==> src/rtl/wkp_pkg.sv <==
// Package: wkp_pkg
// Shared trigger codes, register offsets and the build-time rule that
// places the per-pin enable. Assumes byte addressing with 32-bit words.
package wkp_pkg;

    typedef enum logic [2:0] {
        TRIG_LVL_LO = 3'b000,
        TRIG_FALL   = 3'b010,
        TRIG_LVL_HI = 3'b100,
        TRIG_RISE   = 3'b110,
        TRIG_BOTH   = 3'b111
    } trig_e;

    localparam logic [31:0] BANK_OFFSET    = 32'h0000_0010;
    localparam logic [31:0] CFG_OFFSET     = 32'h0000_0110;
    localparam logic [31:0] VERSION_OFFSET = 32'h0000_1000;

    // Newer revisions keep the enable inside each pin's configuration word.
    function automatic bit enable_in_cfg(input int unsigned major, input int unsigned minor);
        return (major >= 3) && (minor > 1);
    endfunction

endpackage

==> src/rtl/wkp_sync.sv <==
// Module: wkp_sync
// Brings N asynchronous pins into the clock domain through a chain of
// STAGES flops, then keeps one more flop of history for edge detection.
// Assumes STAGES >= 2. History runs whether or not a pin is enabled.
module wkp_sync #(
    parameter int N_PINS = 8,
    parameter int STAGES = 2
) (
    input  logic              clk,
    input  logic              rst_n,
    input  logic [N_PINS-1:0] pin_in,
    output logic [N_PINS-1:0] sync_lvl,
    output logic [N_PINS-1:0] hist_lvl
);

    logic [N_PINS-1:0] chain_q [STAGES];

    // First stage samples the raw pins.
    always_ff @(posedge clk) begin
        if (!rst_n) chain_q[0] <= '0;
        else        chain_q[0] <= pin_in;
    end

    for (genvar s = 1; s < STAGES; s++) begin : g_stage
        // Each further stage resolves metastability of the one before.
        always_ff @(posedge clk) begin
            if (!rst_n) chain_q[s] <= '0;
            else        chain_q[s] <= chain_q[s-1];
        end
    end

    assign sync_lvl = chain_q[STAGES-1];

    // History flop: synchronized level one cycle earlier.
    always_ff @(posedge clk) begin
        if (!rst_n) hist_lvl <= '0;
        else        hist_lvl <= sync_lvl;
    end

endmodule

==> src/rtl/wkp_trigger.sv <==
// Module: wkp_trigger
// Conditions one synchronized pin according to its trigger code so the
// parent sees an active-high level or a one-cycle pulse. Purely
// combinational; assumes sync/hist come from wkp_sync.
module wkp_trigger
    import wkp_pkg::*;
(
    input  logic       sync_lvl,
    input  logic       hist_lvl,
    input  logic       en,
    input  logic [2:0] trig,
    output logic       irq
);

    logic rise, fall, cond;

    // Select the conditioned signal for the programmed trigger code.
    always_comb begin
        rise = sync_lvl & ~hist_lvl;
        fall = ~sync_lvl & hist_lvl;
        case (trig)
            TRIG_LVL_HI: cond = sync_lvl;
            TRIG_LVL_LO: cond = ~sync_lvl;
            TRIG_RISE:   cond = rise;
            TRIG_FALL:   cond = fall;
            TRIG_BOTH:   cond = rise | fall;
            default:     cond = 1'b0;
        endcase
        irq = en & cond;
    end

endmodule

==> src/rtl/wkp_regs.sv <==
// Module: wkp_regs
// Register file: per-pin configuration words, the version word and, in
// older builds, the packed enable bank. Reads are registered and return
// zero for unmapped or unaligned offsets. Assumes ADDR_W >= 13.
module wkp_regs
    import wkp_pkg::*;
#(
    parameter int N_PINS    = 8,
    parameter int VER_MAJOR = 3,
    parameter int VER_MINOR = 2,
    parameter int ADDR_W    = 13
) (
    input  logic                   clk,
    input  logic                   rst_n,
    input  logic                   bus_wr,
    input  logic                   bus_rd,
    input  logic [ADDR_W-1:0]      bus_addr,
    input  logic [31:0]            bus_wdata,
    output logic [31:0]            bus_rdata,
    output logic [N_PINS-1:0][2:0] pin_type,
    output logic [N_PINS-1:0]      pin_en
);

    localparam bit          EN_IN_CFG  = enable_in_cfg(VER_MAJOR, VER_MINOR);
    localparam int          BANK_WORDS = (N_PINS + 31) / 32;
    localparam logic [31:0] CFG_SPAN   = 32'(4 * N_PINS);
    localparam logic [31:0] BANK_SPAN  = 32'(4 * BANK_WORDS);
    localparam logic [31:0] VER_WORD   = {8'h00, 8'(VER_MAJOR), 8'(VER_MINOR), 8'h00};

    logic [31:0]              a32;
    logic                     aligned;
    logic [31:0]              cfg_rel, cfg_word;
    logic                     cfg_hit, ver_hit, bank_hit;
    logic [31:0]              bank_rd;
    logic [31:0]              rd_val;
    logic [N_PINS-1:0][31:0]  cfg_q;

    assign a32      = 32'(bus_addr);
    assign aligned  = (bus_addr[1:0] == 2'b00);
    assign cfg_rel  = a32 - CFG_OFFSET;
    assign cfg_word = cfg_rel >> 2;
    assign cfg_hit  = aligned && (a32 >= CFG_OFFSET) && (cfg_rel < CFG_SPAN);
    assign ver_hit  = aligned && (a32 == VERSION_OFFSET);

    // Configuration storage: a hit replaces the whole addressed word.
    always_ff @(posedge clk) begin
        if (!rst_n) begin
            cfg_q <= '0;
        end else if (bus_wr && cfg_hit) begin
            for (int i = 0; i < N_PINS; i++) begin
                if (cfg_word == 32'(i)) cfg_q[i] <= bus_wdata;
            end
        end
    end

    for (genvar i = 0; i < N_PINS; i++) begin : g_type
        assign pin_type[i] = cfg_q[i][2:0];
    end

    if (EN_IN_CFG) begin : g_en_in_cfg
        assign bank_hit = 1'b0;
        assign bank_rd  = '0;
        for (genvar i = 0; i < N_PINS; i++) begin : g_bit
            assign pin_en[i] = cfg_q[i][3];
        end
    end else begin : g_en_bank
        logic [N_PINS-1:0] bank_q;
        logic [31:0]       bank_rel, bank_word;

        assign bank_rel  = a32 - BANK_OFFSET;
        assign bank_word = bank_rel >> 2;
        assign bank_hit  = aligned && (a32 >= BANK_OFFSET) && (bank_rel < BANK_SPAN);

        // Enable bank: each word carries 32 pins, missing pins are dropped.
        always_ff @(posedge clk) begin
            if (!rst_n) begin
                bank_q <= '0;
            end else if (bus_wr && bank_hit) begin
                for (int p = 0; p < N_PINS; p++) begin
                    if (bank_word == 32'(p / 32)) bank_q[p] <= bus_wdata[p % 32];
                end
            end
        end

        // Gather the addressed enable word for reads.
        always_comb begin
            bank_rd = '0;
            for (int p = 0; p < N_PINS; p++) begin
                if (bank_word == 32'(p / 32)) bank_rd[p % 32] = bank_q[p];
            end
        end

        assign pin_en = bank_q;
    end

    // Read multiplexer over the three mapped regions.
    always_comb begin
        rd_val = '0;
        if (ver_hit) begin
            rd_val = VER_WORD;
        end else if (cfg_hit) begin
            for (int i = 0; i < N_PINS; i++) begin
                if (cfg_word == 32'(i)) rd_val = cfg_q[i];
            end
        end else if (bank_hit) begin
            rd_val = bank_rd;
        end
    end

    // Registered read data, zero whenever no read was requested.
    always_ff @(posedge clk) begin
        if (!rst_n)      bus_rdata <= '0;
        else if (bus_rd) bus_rdata <= rd_val;
        else             bus_rdata <= '0;
    end

endmodule

==> src/rtl/wkp_polarity_conv.sv <==
// Module: wkp_polarity_conv
// Top level: synchronizes the pins, applies per-pin trigger conversion
// and exposes the configuration registers. Assumes SYNC_STAGES >= 2 and
// that pins are asynchronous to clk.
module wkp_polarity_conv #(
    parameter int N_PINS      = 8,
    parameter int VER_MAJOR   = 3,
    parameter int VER_MINOR   = 2,
    parameter int ADDR_W      = 13,
    parameter int SYNC_STAGES = 2
) (
    input  logic              clk,
    input  logic              rst_n,
    input  logic              bus_wr,
    input  logic              bus_rd,
    input  logic [ADDR_W-1:0] bus_addr,
    input  logic [31:0]       bus_wdata,
    output logic [31:0]       bus_rdata,
    input  logic [N_PINS-1:0] pin_in,
    output logic [N_PINS-1:0] irq_out
);

    logic [N_PINS-1:0][2:0] pin_type;
    logic [N_PINS-1:0]      pin_en;
    logic [N_PINS-1:0]      sync_lvl;
    logic [N_PINS-1:0]      hist_lvl;

    wkp_sync #(
        .N_PINS (N_PINS),
        .STAGES (SYNC_STAGES)
    ) u_sync (
        .clk      (clk),
        .rst_n    (rst_n),
        .pin_in   (pin_in),
        .sync_lvl (sync_lvl),
        .hist_lvl (hist_lvl)
    );

    wkp_regs #(
        .N_PINS    (N_PINS),
        .VER_MAJOR (VER_MAJOR),
        .VER_MINOR (VER_MINOR),
        .ADDR_W    (ADDR_W)
    ) u_regs (
        .clk       (clk),
        .rst_n     (rst_n),
        .bus_wr    (bus_wr),
        .bus_rd    (bus_rd),
        .bus_addr  (bus_addr),
        .bus_wdata (bus_wdata),
        .bus_rdata (bus_rdata),
        .pin_type  (pin_type),
        .pin_en    (pin_en)
    );

    for (genvar i = 0; i < N_PINS; i++) begin : g_pin
        wkp_trigger u_trig (
            .sync_lvl (sync_lvl[i]),
            .hist_lvl (hist_lvl[i]),
            .en       (pin_en[i]),
            .trig     (pin_type[i]),
            .irq      (irq_out[i])
        );
    end

endmodule

==> config.mk <==
export PLATFORM = sky130hd
export DESIGN_NAME = wkp_polarity_conv
export DESIGN_NICKNAME = d
export VERILOG_FILES = /design/src/rtl/wkp_pkg.sv /design/src/rtl/wkp_sync.sv /design/src/rtl/wkp_trigger.sv /design/src/rtl/wkp_regs.sv /design/src/rtl/wkp_polarity_conv.sv
export SDC_FILE = /design/constraint.sdc
export NUM_CORES = 1
export LEC_CHECK = 0
export BUFFER_PORTS_ARGS = -buffer_cell sky130_fd_sc_hd__buf_2
export CORE_UTILIZATION = 47
export DETAILED_ROUTE_END_ITERATION = 10
export PLACE_DENSITY = 0.67
export RECOVER_POWER = 50
export SLEW_MARGIN = 10
export SYNTH_ARGS = -nofsm -noshare
export SYNTH_HDL_FRONTEND = slang
export SYNTH_SLANG_ARGS = --single-unit
export TNS_END_PERCENT = 100
==> constraint.sdc <==
create_clock -name clk -period 1.8 [get_ports clk]
set_clock_uncertainty 0.15 [all_clocks]
set_input_delay 0.09 -clock clk [delete_from_list [all_inputs] [get_ports clk]]
set_output_delay 0.09 -clock clk [all_outputs]
set_load 0.05 [all_outputs]
==> flow_metrics.py, run 1 <==
metrics = {
    "outcome": {
        "outcome": "finished, violations left",
        "violations": "negative setup slack",
    },
    "detailed_routing": {
        "dr.pass1.iters": 5,
        "routedWlPerCell_um": 21.7,
        "vias": 14242,
        "vias_per_cell": 6.29,
        "routed_wl_um": 49200,
        "drc_errors": 0,
        "ant_nets": 0,
        "drtIter0Drc": 1491,
    },
    "grt": {
        "groute.usage.overall": 0.291,
        "grt_pass1_vias": 13644,
        "grt_pass1_wl_um": 76200,
        "grt-ovfl-total": 0,
        "grt_max_degree": 258,
        "antenna_found_initial": 2,
    },
    "sta": {
        "finalMaxSlewViolations": 0,
        "setup_slack_ns": -0.256,
        "worstMarginPinSlew_ns": 1.05,
        "slew_headroom": 0.301,
        "hold_ws_ns": 0.0775,
        "setup_viol": 28,
        "fin_tns_setup_ns": -2.67,
        "rsz0062_at_grt": "yes",
        "period_share": 1.14,
        "fin_crit_ns": 2.06,
        "max_freq_ghz": 0.486,
        "final-hold-violation-count": 0,
    },
    "logic_synthesis": {
        "ys_ff_latch": 312,
        "synthCells": 1731,
        "yosys_warnings": 0,
        "ys_types": 58,
        "synth_area_mm2": 0.0150,
        "synthesis.nets": 1807,
        "synth_top_area_frac": 0.416,
        "synthArstFlopShare": 0,
        "seq_area_frac_synth": 0.416,
        "synth_area_leader_cell": "dfxtp_1",
        "synthFlopType": "dfxtp_1",
        "avgSynthCellArea_um2": 8.67,
        "synth_edf_count": 0,
        "synthTopCellsByArea": "dfxtp_1 42%, o21ai_0 9.1%, nand3_1 7.7%, a21boi_1 7.4%, a21boi_0 5.5%",
    },
    "cells_and_area": {
        "final_cell_mix": "294 x dfxtp_1, 255 x o21ai_0, 231 x nand3_1",
        "final_layout_size_suffix_gt1_frac": 0.210,
        "design_area_mm2": 0.0187,
        "nets": 1912,
        "area_growth_pct": 24.3,
        "n_antenna_cell": 0,
        "finalNonFillerCells": 2264,
        "final_common_cell": "dfxtp_1",
    },
    "min_path": {
        "whs_path_depth": 5,
        "min-delay-path-class": "primary input to flip-flop",
    },
    "placed_design": {
        "numPortBuffers": 96,
        "dp.cells": 2144,
        "placed_cell_area_mm2": 0.0166,
        "gp_congestion": 0.824,
        "dp_hpwl_um": 29700,
        "dp_slack_ns": -0.708,
    },
    "flow_run": {
        "maxCapViolCount": 0,
    },
    "setup_path": {
        "crit_type": "flip-flop to output port",
        "start_kind": "flip-flop",
        "cp-end-kind": "output port",
        "critPathMaxFanout": 2,
        "cp.required_ns": 1.56,
        "rr_worst_depth": 6,
        "arrival_ns": 1.82,
    },
    "power_and_ir_drop": {
        "combPwrFrac": 0.078,
        "p_leak_nw": 6.47,
        "p_seq_frac": 0.447,
        "switching_share": 0.236,
        "power.density_mw_per_mm2": 833,
        "ir_drop_mv": 0.645,
        "p_sw_mw": 3.66,
        "p_clk_frac": 0.475,
        "p_int_mw": 11.9,
    },
    "clock_tree": {
        "clock_path_buffers": 3,
        "cts.sinks": 312,
        "cts_tree": "done",
        "cts_root_buf": "clkbuf_16",
        "htreeDepth": 2,
        "clkTransAtPathRegs_ns": 0.06,
        "cts_buffers": 35,
        "clk_latency_ns": 0.53,
    },
    "die": {
        "num_rows": 65,
        "io_pins": 97,
        "dieArea_mm2": 0.0326,
        "start_util": 0.477,
        "die_h_um": 181,
        "core_area_mm2": 0.0315,
        "die_w_um": 181,
    },
}
[state kept, by name, summed over array words and instances, names as in the netlist]
signal            cells
u_regs.bus_rdata     32
u_regs.cfg_q        224
u_regs.pin_en         8
u_regs.pin_type      24
u_sync.chain_q       16
u_sync.hist_lvl       8
[worst paths after layout]
| path | to | from | slack (ns) |
|---|---|---|---|
| setup / recovery | irq_out[5] | u_sync.hist_lvl[5] | -0.26 |
| hold / removal | u_regs.bus_rdata[16] | bus_rd | 0.08 |
| setup reg to reg | u_regs.bus_rdata[9] | u_regs.cfg_q[9] | 0.11 |
| hold reg to reg | u_sync.chain_q[1][1] | u_sync.chain_q[0][1] | 0.28 |
[per-layer routing]
metal / share of wire / vias up / wire (um) / track usage
li1: - / 6506 / - / -
met1: 0.43 / 6979 / 21100 / 0.401
met2: 0.45 / 662 / 22400 / 0.450
met3: 0.091 / 91 / 4470 / 0.0612
met4: 0.025 / 4 / 1240 / 0.101
met5: 0.00041 / - / 20 / 0
[synthesized netlist by cell type (2+ instances only)]
| cell | instances |
|---|---|
| nor3b_1 | 3 |
| or3_1 | 4 |
| ha_1 | 19 |
| nor3_1 | 8 |
| and2_1 | 33 |
| and3_1 | 6 |
| mux2i_1 | 59 |
| nand2b_1 | 3 |
| nand3_1 | 231 |
| a21oi_1 | 5 |
| a41oi_1 | 2 |
| nor4b_1 | 2 |
| nand4b_1 | 10 |
| buf_2 | 45 |
| clkbuf_1 | 158 |
| and3b_1 | 2 |
| o22ai_1 | 26 |
| nor2b_1 | 10 |
| nand2_1 | 22 |
| a21boi_0 | 109 |
| mux4_2 | 5 |
| nand4_1 | 35 |
| o32ai_1 | 2 |
| o2111ai_1 | 2 |
| o21ai_0 | 274 |
| buf_1 | 9 |
| mux2_2 | 30 |
| a21boi_1 | 147 |
| a211oi_1 | 32 |
| xnor2_1 | 8 |
| inv_1 | 21 |
| a311oi_1 | 4 |
| buf_4 | 8 |
| nor2_1 | 35 |
| clkbuf_2 | 2 |
| a221o_1 | 26 |
| a32oi_1 | 2 |
| dfxtp_1 | 312 |
[power by group through the flow]
stage                     combinational (mW)  sequential [mW]  clock [mW]
after global placement                  1.08             7.09           0
final                                   1.22             6.94        7.38
after CTS                               1.18             6.94        7.45
after floorplan                        0.633             7.09           0
after global routing                    1.28             6.94        7.75
after detailed placement                1.09             7.09           0
[metrics by stage]
step	utilization	power (mW)
2_1_floorplan	-	7.72
3_3_place_gp	0.528	8.17
3_5_place_dp	0.528	8.18
4_1_cts	0.589	15.6
5_1_grt	0.593	16.0
6_report	0.593	15.5
[critical path, stage by stage, from the launching register on]
cell      delay, ns
dfxtp_2        0.36
inv_2          0.04
ha_1           0.25
nand4b_1       0.17
o21ai_1        0.12
and2_4         0.20
buf_8          0.14
[layout make-up]
class / instances / area (um2)
inverters: 21 / 83.8
multi-input cells: 1176 / 8080
clock buffers: 52 / 1080
well taps: 402 / 503
clock inverters: 11 / 123
fillers: 2654 / 12800
flip-flops and latches: 312 / 6290
repair buffers: 290 / 2490
[kinds of logic (layout without fill, tap and decap cells)]
kind of cell	after synthesis	after routing	share of synthesized area
xor gates and xnor gates	8	8	0.00467
AOI/OAI and AO/OA	641	641	0.279
adders and majority gates	19	19	0.0158
muxes	94	94	0.0694
and+or+nand+nor	414	414	0.148
DFF	312	312	0.416
buffers and inverters	243	374	0.0667
[timing repair]
action                                  CTS  global route
hold buffers                             41             0
pin swaps                                30            13
cloned                                    0             3
endpoints found under the hold margin   264             0
endpoints found under the setup margin   29           240
resized for setup                        98            52
buffers inserted                          8             5
Note: power is estimated with default switching activity, not from simulation.
==> run 2: changes to the inputs <==
- CTS_BUF_LIST: not set -> sky130_fd_sc_hd__clkbuf_2 sky130_fd_sc_hd__clkbuf_4 sky130_fd_sc_hd__clkbuf_8
==> flow_metrics.py, run 2 (synthesized netlist as in run 1, its figures left out) <==
metrics = {
    "outcome": {
        "outcome": "finished, violations left",
        "violations": "negative setup slack",
    },
    "die": {
        "num_rows": 65,
        "die_w_um": 181,
        "dieArea_mm2": 0.0326,
        "core_area_mm2": 0.0315,
        "io_pins": 97,
        "start_util": 0.477,
        "die_h_um": 181,
    },
    "sta": {
        "finalMaxSlewViolations": 0,
        "setup_slack_ns": -0.294,
        "rsz0062_at_grt": "yes",
        "period_share": 1.16,
        "fin_crit_ns": 2.09,
        "fin_tns_setup_ns": -6.32,
        "worstMarginPinSlew_ns": 1.14,
        "hold_ws_ns": 0.0849,
        "final-hold-violation-count": 0,
        "setup_viol": 135,
        "max_freq_ghz": 0.478,
        "slew_headroom": 0.239,
    },
    "clock_tree": {
        "cts_buffers": 52,
        "cts_tree": "done",
        "cts.sinks": 312,
        "clkTransAtPathRegs_ns": 0.06,
        "clk_latency_ns": 0.58,
        "cts_root_buf": "clkbuf_8",
        "clock_path_buffers": 3,
        "htreeDepth": 2,
    },
    "grt": {
        "grt-ovfl-total": 0,
        "grt_max_degree": 258,
        "grt_pass1_vias": 13704,
        "antenna_found_initial": 1,
        "grt_pass1_wl_um": 76300,
        "groute.usage.overall": 0.291,
    },
    "power_and_ir_drop": {
        "p_seq_frac": 0.456,
        "p_leak_nw": 6.49,
        "power.density_mw_per_mm2": 818,
        "combPwrFrac": 0.080,
        "p_sw_mw": 3.67,
        "switching_share": 0.241,
        "ir_drop_mv": 0.623,
        "p_int_mw": 11.6,
        "p_clk_frac": 0.465,
    },
    "detailed_routing": {
        "routedWlPerCell_um": 21.4,
        "vias_per_cell": 6.21,
        "drc_errors": 0,
        "ant_nets": 0,
        "vias": 14250,
        "drtIter0Drc": 1407,
        "routed_wl_um": 49100,
        "dr.pass1.iters": 5,
    },
    "setup_path": {
        "crit_chain": "inv_2 > ha_4 > mux2i_2 > nand2_1 > o21ai_1 > o21ai_1 > and2_1 > buf_6",
        "cp-end-kind": "output port",
        "start_kind": "flip-flop",
        "cp.buffers_inverters": 2,
        "crit_family": "flip-flops",
        "critPathMaxFanout": 4,
        "crit_type": "flip-flop to output port",
        "cp.required_ns": 1.56,
        "cp_slowest_cell": "dfxtp_4",
        "critPathMaxStageDelay_ns": 0.37,
        "arrival_ns": 1.85,
        "crit_path_frequent_cell": "o21ai_1",
    },
    "cells_and_area": {
        "max_flop_register": "u_regs.cfg_q",
        "largest_register_ffs": 224,
        "area_growth_pct": 24.1,
        "final_common_cell": "dfxtp_1",
        "final_cell_mix": "294 x dfxtp_1, 256 x o21ai_0, 230 x nand3_1",
        "fin_util": 0.591,
        "n_antenna_cell": 0,
        "nets": 1925,
        "final_layout_size_suffix_gt1_frac": 0.222,
    },
    "placed_design": {
        "dp_hpwl_um": 29700,
        "dp_slack_ns": -0.708,
        "numPortBuffers": 96,
        "gp_congestion": 0.824,
    },
    "min_path": {
        "min-delay-path-class": "primary input to flip-flop",
    },
    "flow_run": {
        "maxCapViolCount": 0,
    },
}
## run 2: cell count changes in the layout (fill, tap and decap cells not counted), moves of 2 or more
| cell | previous run | this run |
|---|---|---|
| mux2i_1 | 56 | 58 |
| ha_2 | 4 | 2 |
| mux2i_2 | 3 | 1 |
| ha_1 | 3 | 5 |
| buf_4 | 108 | 102 |
| clkbuf_4 | 1 | 17 |
| clkbuf_8 | 12 | 72 |
| clkbuf_16 | 37 | 0 |
| clkbuf_1 | 39 | 34 |
## run 2: worst min-delay path, stage by stage
cell and delay [ns]:
buf_2 0.18, buf_4 0.19, nor2_1 0.11, nor3_1 0.06
buf_4 0.14
## run 2: final timing paths
path                                           start                    to  slack [ns]  cells past startpoint
worst max-delay path            u_sync.chain_q[1][0]            irq_out[0]       -0.29                      8
worst min-delay path                     bus_addr[3]  u_regs.bus_rdata[19]        0.08                      5
worst max register to register       u_regs.cfg_q[9]   u_regs.bus_rdata[9]        0.12                      6
worst min register to register  u_sync.chain_q[0][2]  u_sync.chain_q[1][2]        0.28                      1
## run 2: area by class of cell
| type | instances | area (um2) |
|---|---|---|
| flip-flops and latches | 312 | 6290 |
| well taps | 402 | 503 |
| clock inverters | 10 | 114 |
| fillers | 2676 | 12900 |
| multi-input cells | 1176 | 8060 |
| clock buffers | 86 | 1100 |
| repair buffers | 286 | 2460 |
| inverters | 21 | 81.3 |
## run 2: power groups by stage
stage	sequential (mW)	combinational, mW	clock (mW)
floorplan	7.09	0.633	0
detailed placement	7.09	1.09	0
global placement	7.09	1.08	0
finish	6.94	1.21	7.08
global route	6.94	1.27	7.50
CTS	6.94	1.18	7.16
## run 2: timing repair
item,CTS,global route
buffers inserted,8,1
gates resized for setup,96,46
gates cloned,0,2
hold endpoints to repair,266,0
endpoints found under the setup margin,9,231
hold buffers,42,0
pin swaps,29,10
## run 2: through the flow
step | instances | power [mW] | instance area (um2)
2_1_floorplan | 1731 | 7.72 | 15100
3_3_place_gp | 2144 | 8.17 | 16600
3_5_place_dp | 2144 | 8.18 | 16600
4_1_cts | 2290 | 15.3 | 18500
5_1_grt | 2293 | 15.7 | 18600
6_report | 2293 | 15.2 | 18600
## run 2: layer usage
metal	track usage	routed length (um)	vias up
li1	-	-	6531
met1	0.399	21300	6918
met2	0.454	22100	696
met3	0.0633	4480	105
met4	0.0926	1200	0
met5	0	0	-
